`config.mk`:
```
export PLATFORM = sky130hd
export DESIGN_NAME = shift_rotate_unit
export DESIGN_NICKNAME = d
export VERILOG_FILES = /design/src/rtl/srot_pkg.sv /design/src/rtl/srot_shift.sv /design/src/rtl/srot_rotate.sv /design/src/rtl/srot_outreg.sv /design/src/rtl/shift_rotate_unit.sv
export SDC_FILE = /design/constraint.sdc
export NUM_CORES = 1
export LEC_CHECK = 0
export BUFFER_PORTS_ARGS = -buffer_cell sky130_fd_sc_hd__buf_2
export CAP_MARGIN = 30
export CORE_MARGIN = 4
export CORE_UTILIZATION = 50
export CTS_BUF_LIST = sky130_fd_sc_hd__clkbuf_8
export DETAILED_ROUTE_END_ITERATION = 7
export GPL_TIMING_DRIVEN = 0
export PLACE_DENSITY_LB_ADDON = 0.1
export SKIP_CTS_REPAIR_TIMING = 1
export SLEW_MARGIN = 5
export SYNTH_ARGS = -nofsm -noshare
export SYNTH_HDL_FRONTEND = slang
export SYNTH_SLANG_ARGS = --single-unit
```
`constraint.sdc`:
```
create_clock -name clk_i -period 4.5 [get_ports clk_i]
set_input_delay 0.9 -clock clk_i [delete_from_list [all_inputs] [get_ports clk_i]]
set_output_delay 0.9 -clock clk_i [all_outputs]
set_load 0.05 [all_outputs]
```
`src/rtl/srot_pkg.sv`:
```
package srot_pkg;
  typedef enum logic [2:0] {
    OP_LSR   = 3'b000,
    OP_LSL   = 3'b001,
    OP_ASR   = 3'b010,
    OP_ASL   = 3'b011,
    OP_ROR   = 3'b100,
    OP_ROL   = 3'b101,
    OP_PASSA = 3'b110,
    OP_PASSB = 3'b111
  } srot_op_e;
endpackage

```
`src/rtl/srot_shift.sv`:
```
module srot_shift #(
  parameter int WIDTH = 8,
  parameter int CW    = 4
) (
  input  logic [WIDTH-1:0] a,
  input  logic [CW-1:0]    cnt,
  input  logic             to_right,
  input  logic             arith,
  output logic [WIDTH-1:0] res,
  output logic             cout
);
  localparam int LOW_W = WIDTH - 1;

  function automatic logic bit_at(input logic [WIDTH-1:0] v, input int idx);
    logic [WIDTH-1:0] t;
    if (idx < 0 || idx >= WIDTH) return 1'b0;
    t = v >> idx;
    return t[0];
  endfunction

  // Right shift, fill with zero or with the top bit.
  function automatic logic [WIDTH:0] shr(input logic [WIDTH-1:0] v, input int n,
                                         input logic fill);
    logic [WIDTH-1:0] r;
    logic             c;
    r = v >> n;
    if (fill) r = r | ~({WIDTH{1'b1}} >> n);
    if (n == 0)          c = 1'b0;
    else if (n <= WIDTH) c = bit_at(v, n - 1);
    else                 c = fill;
    return {c, r};
  endfunction

  // Left shift; keep_top holds the top bit and shifts only the bits below it.
  function automatic logic [WIDTH:0] shl(input logic [WIDTH-1:0] v, input int n,
                                         input logic keep_top);
    logic [WIDTH-1:0] r;
    logic [LOW_W-1:0] lo;
    logic             c;
    int               span;
    span = keep_top ? LOW_W : WIDTH;
    if (keep_top) begin
      lo = v[LOW_W-1:0] << n;
      r  = {v[WIDTH-1], lo};
    end else begin
      r  = v << n;
    end
    if (n == 0 || n > span) c = 1'b0;
    else                    c = bit_at(v, span - n);
    return {c, r};
  endfunction

  logic [WIDTH:0] packed_out;
  always_comb begin
    if (to_right) packed_out = shr(a, int'(cnt), arith & a[WIDTH-1]);
    else          packed_out = shl(a, int'(cnt), arith);
  end

  assign res  = packed_out[WIDTH-1:0];
  assign cout = packed_out[WIDTH];
endmodule

```
`src/rtl/srot_rotate.sv`:
```
module srot_rotate #(
  parameter int WIDTH = 8,
  parameter int CW    = 4
) (
  input  logic [WIDTH-1:0] a,
  input  logic [CW-1:0]    cnt,
  input  logic             to_right,
  output logic [WIDTH-1:0] res,
  output logic             cout
);
  function automatic logic [WIDTH-1:0] rot(input logic [WIDTH-1:0] v, input int m,
                                           input logic right);
    if (m == 0) return v;
    if (right) return (v >> m) | (v << (WIDTH - m));
    return (v << m) | (v >> (WIDTH - m));
  endfunction

  int amount;
  assign amount = int'(cnt) % WIDTH;

  assign res  = rot(a, amount, to_right);
  assign cout = (cnt == '0) ? 1'b0 : (to_right ? res[WIDTH-1] : res[0]);
endmodule

```
`src/rtl/srot_outreg.sv`:
```
module srot_outreg #(
  parameter int WIDTH   = 8,
  parameter bit REG_OUT = 1'b1
) (
  input  logic             clk_i,
  input  logic             rst_i,
  input  logic [WIDTH-1:0] d_res,
  input  logic             d_cout,
  output logic [WIDTH-1:0] q_res,
  output logic             q_cout
);
  generate
    if (REG_OUT) begin : g_reg
      always_ff @(posedge clk_i) begin
        if (rst_i) begin
          q_res  <= '0;
          q_cout <= 1'b0;
        end else begin
          q_res  <= d_res;
          q_cout <= d_cout;
        end
      end
    end else begin : g_comb
      assign q_res  = d_res;
      assign q_cout = d_cout;
    end
  endgenerate
endmodule

```
`src/rtl/shift_rotate_unit.sv`:
```
module shift_rotate_unit
  import srot_pkg::*;
#(
  parameter int WIDTH   = 8,
  parameter bit REG_OUT = 1'b1,
  localparam int CW     = $clog2(WIDTH) + 1
) (
  input  logic             clk_i,
  input  logic             rst_i,
  input  logic [2:0]       op_i,
  input  logic [CW-1:0]    cnt_i,
  input  logic [WIDTH-1:0] a_i,
  output logic [WIDTH-1:0] res_o,
  output logic             cout_o
);
  srot_op_e op;
  assign op = srot_op_e'(op_i);

  // Named decode events, used by the datapath mux and visible to the checker.
  logic op_is_rot, op_is_pass, cnt_zero;
  assign op_is_rot  = (op == OP_ROR) || (op == OP_ROL);
  assign op_is_pass = (op == OP_PASSA) || (op == OP_PASSB);
  assign cnt_zero   = (cnt_i == '0);

  logic             dir_right, arith;
  assign dir_right = (op == OP_LSR) || (op == OP_ASR) || (op == OP_ROR);
  assign arith     = (op == OP_ASR) || (op == OP_ASL);

  logic [WIDTH-1:0] sh_res, rt_res, comb_res;
  logic             sh_cout, rt_cout, comb_cout;

  srot_shift #(.WIDTH(WIDTH), .CW(CW)) u_shift (
    .a(a_i), .cnt(cnt_i), .to_right(dir_right), .arith(arith),
    .res(sh_res), .cout(sh_cout)
  );

  srot_rotate #(.WIDTH(WIDTH), .CW(CW)) u_rotate (
    .a(a_i), .cnt(cnt_i), .to_right(dir_right),
    .res(rt_res), .cout(rt_cout)
  );

  always_comb begin
    if (op_is_pass || cnt_zero) begin
      comb_res  = a_i;
      comb_cout = 1'b0;
    end else if (op_is_rot) begin
      comb_res  = rt_res;
      comb_cout = rt_cout;
    end else begin
      comb_res  = sh_res;
      comb_cout = sh_cout;
    end
  end

  srot_outreg #(.WIDTH(WIDTH), .REG_OUT(REG_OUT)) u_out (
    .clk_i(clk_i), .rst_i(rst_i),
    .d_res(comb_res), .d_cout(comb_cout),
    .q_res(res_o), .q_cout(cout_o)
  );
endmodule

```
==> results by group <==
Run status
  • Status: completed

Setup path
  • Setup crit start: cnt_i[0]
  • CP endpoint: u_out.q_cout
  • Largest stage delay on the critical path: 470 ps
  • Crit end category: flop
  • Worst Path Required: 4600 ps
  • Crit Path Max Fanout: 10
  • Worst-path cell chain: buf_2, buf_4, inv_2, clkbuf_1, ha_1, ha_1, buf_2, mux4_2, o22ai_1, nand2_1, o22a_1, mux2i_1, a22oi_1
  • Worst setup SP type: input port
  • Setup Crit Path Kind: in -> reg
  • CP Data Arrival Time: 3790 ps
  • Slowest stage cell, crit path: clkbuf_1

Floorplan
  • Die area: 5650 um2
  • Top-Level Pins: 26
  • Placement Rows: 24
  • Initial core utilization: 51.8%
  • Die Y: 75.2 um
  • Die Wd: 75.2 um
  • Core footprint: 4350 um2

Logic synthesis
  • Post-synth top area cell: mux2i_1
  • Synthesized area: 2250 um2
  • Asr flop ratio synth: 0%
  • Synthesized net count: 348
  • #FFs+latches synth: 9
  • Syn_area_per_cell: 6.98 um2
  • Netlist cell types: 63
  • Yosys top cell area share: 9.77%
  • Sequential-to-total area share from yosys stat: 7.99%
  • Synth Flop Type: dfxtp_1
  • Gate Count Post-Synth: 323
  • Post-synth EDFFs: 0
  • Yosys synthesis warning count: 0
  • Synth area leaders: mux2i_1 (9.8%), dfxtp_1 (8.0%), nor2_1 (5.8%), mux4_2 (5.0%), nand2_1 (5.0%)

Placement
  • Setup slack after placement: 626 ps
  • # port buffers: 22
  • Placer congestion estimate: 0.972
  • Placed Instance Area: 2430 um2
  • Final HPWL DP: 6490 um

Layout
  • Commonest non-fill, non-tap cell in the layout: buf_2
  • Post-route cell area: 2470 um2
  • Layout cells sized above 1: 18.3%
  • N_diodes: 0
  • Most frequent cells in the layout: buf_2 (38), nor2_1 (35), nand2_1 (30)
  • Area Overhead vs Synth: 9.77%
  • Nets@finish: 375

Timing
  • Final hold violation count: 0
  • Setup TNS: 0 ps
  • Slew Viols, Final: 0
  • RSZ-0062 raised after global routing: false
  • # setup viols final: 0
  • Fmax: 0.271 GHz
  • Worst Slack Setup Final: 806 ps
  • Slew HR: 47.8%
  • Worst-Margin Slew: 782 ps
  • Final worst-path cycle share: 82.1%
  • Tmin final: 3690 ps

Drt
  • Vias per cell: 6.84
  • First-pass DRT Iterations: 5
  • DR iter-0 viols: 408
  • WL/cell: 21.1 um
  • Final wirelength: 8440 um
  • ANT nets after route: 0
  • Drt drc: 0
  • Vias: 2,742

CTS
  • Root Driver: clkbuf_8
  • H-tree levels: 1
  • Maximum clock path buffer count: 2
  • CTS Buf Count: 3
  • Sink Count: 9
  • CTS tree: built
  • Clock slew at reported path FFs: 40 ps

Global routing
  • Initial antenna violation count: 0
  • Grt total ovfl: 0
  • Total GRT Usage: 30.6%
  • First-pass GRT wire length: 12,900 um
  • Largest net degree at the start of global routing: 11
  • Vias in the first global route: 2,434

Run
  • Max-capacitance violation count: 0

Power
  • Leak pwr: 1.01 nW
  • Worst vdd ir: 0.0000826 V
  • Power Density: 199 nW/um2

Hold path
  • Hold crit path type: in -> reg
cells by family after synthesis:
| group | synth area share [%] |
|---|---|
| AOI/OAI and AO/OA | 32.7 |
| xor gates and xnor gates | 1.50 |
| adders and majority gates | 4.77 |
| buffers and inverters | 10.2 |
| DFF | 7.99 |
| muxes | 18.8 |
| and+or+nand+nor | 24.0 |
worst max-delay path: cells and delay by family:
kind | cells | cell delay (ps)
buf+inv | 5 | 1060
simple gates | 1 | 130
fa+ha+maj | 2 | 640
compound gates | 3 | 600
mux | 2 | 450
area by class of cell:
type                            count  area (um2)
Timing Repair Buffer               22         110
Clock inverter                      1        3.75
Sequential cell                     9         180
Multi-Input combinational cell    269        1840
Tap cell                           52        65.1
Buffer                             34         189
Inverter                           11        41.3
Fill cell                         453        1880
Clock buffer                        3        41.3
worst min path at each step:
stage,start,end,slack (ps),depth (start not counted)
2_1_floorplan,a_i[7],u_out.q_res[7],1190,3
3_3_place_gp,rst_i,u_out.q_res[4],1300,2
3_5_place_dp,rst_i,u_out.q_res[4],1310,2
4_1_cts,rst_i,u_out.q_res[4],1070,2
5_1_grt,rst_i,u_out.q_res[4],1130,2
6_report,rst_i,u_out.q_res[4],1080,2
synth_stat cells (9+ instances only):
| cell | number |
|---|---|
| nand2b_1 | 9 |
| mux2i_1 | 22 |
| a31oi_1 | 9 |
| nand3_1 | 9 |
| a21oi_1 | 21 |
| buf_2 | 16 |
| o21ai_0 | 19 |
| nand2_1 | 30 |
| inv_1 | 9 |
| clkbuf_1 | 12 |
| nor2_1 | 35 |
| dfxtp_1 | 9 |
flip-flops by register name (all words and copies together), names as in the netlist:
signal / cells
u_out.q_cout: 1
u_out.q_res: 8
where the power goes:
group          switching, mW  internal [mW]
combinational          0.203          0.114
sequential           0.00128         0.0879
clock                 0.0274         0.0590
total                  0.232          0.261
stage by stage:
step | cells | power [mW] | utilization (%) | hold slack [ps]
floorplan | 323 | 0.319 | - | 1190
global placement | 397 | 0.399 | 55.8 | 1300
detailed placement | 397 | 0.398 | 55.8 | 1310
CTS | 401 | 0.487 | 56.8 | 1070
global route | 401 | 0.524 | 56.8 | 1130
finish | 401 | 0.492 | 56.8 | 1080
routing by layer:
| metal | vias to the layer above | global-route usage (%) | share of wire (%) |
|---|---|---|---|
| li1 | 1260 | - | - |
| met3 | 37 | 4.54 | 12 |
| met5 | - | 0 | 0 |
| met4 | 0 | 16.3 | 5.0 |
| met2 | 212 | 46.2 | 44 |
| met1 | 1233 | 41.9 | 39 |
(Power assumes the default switching activity.)
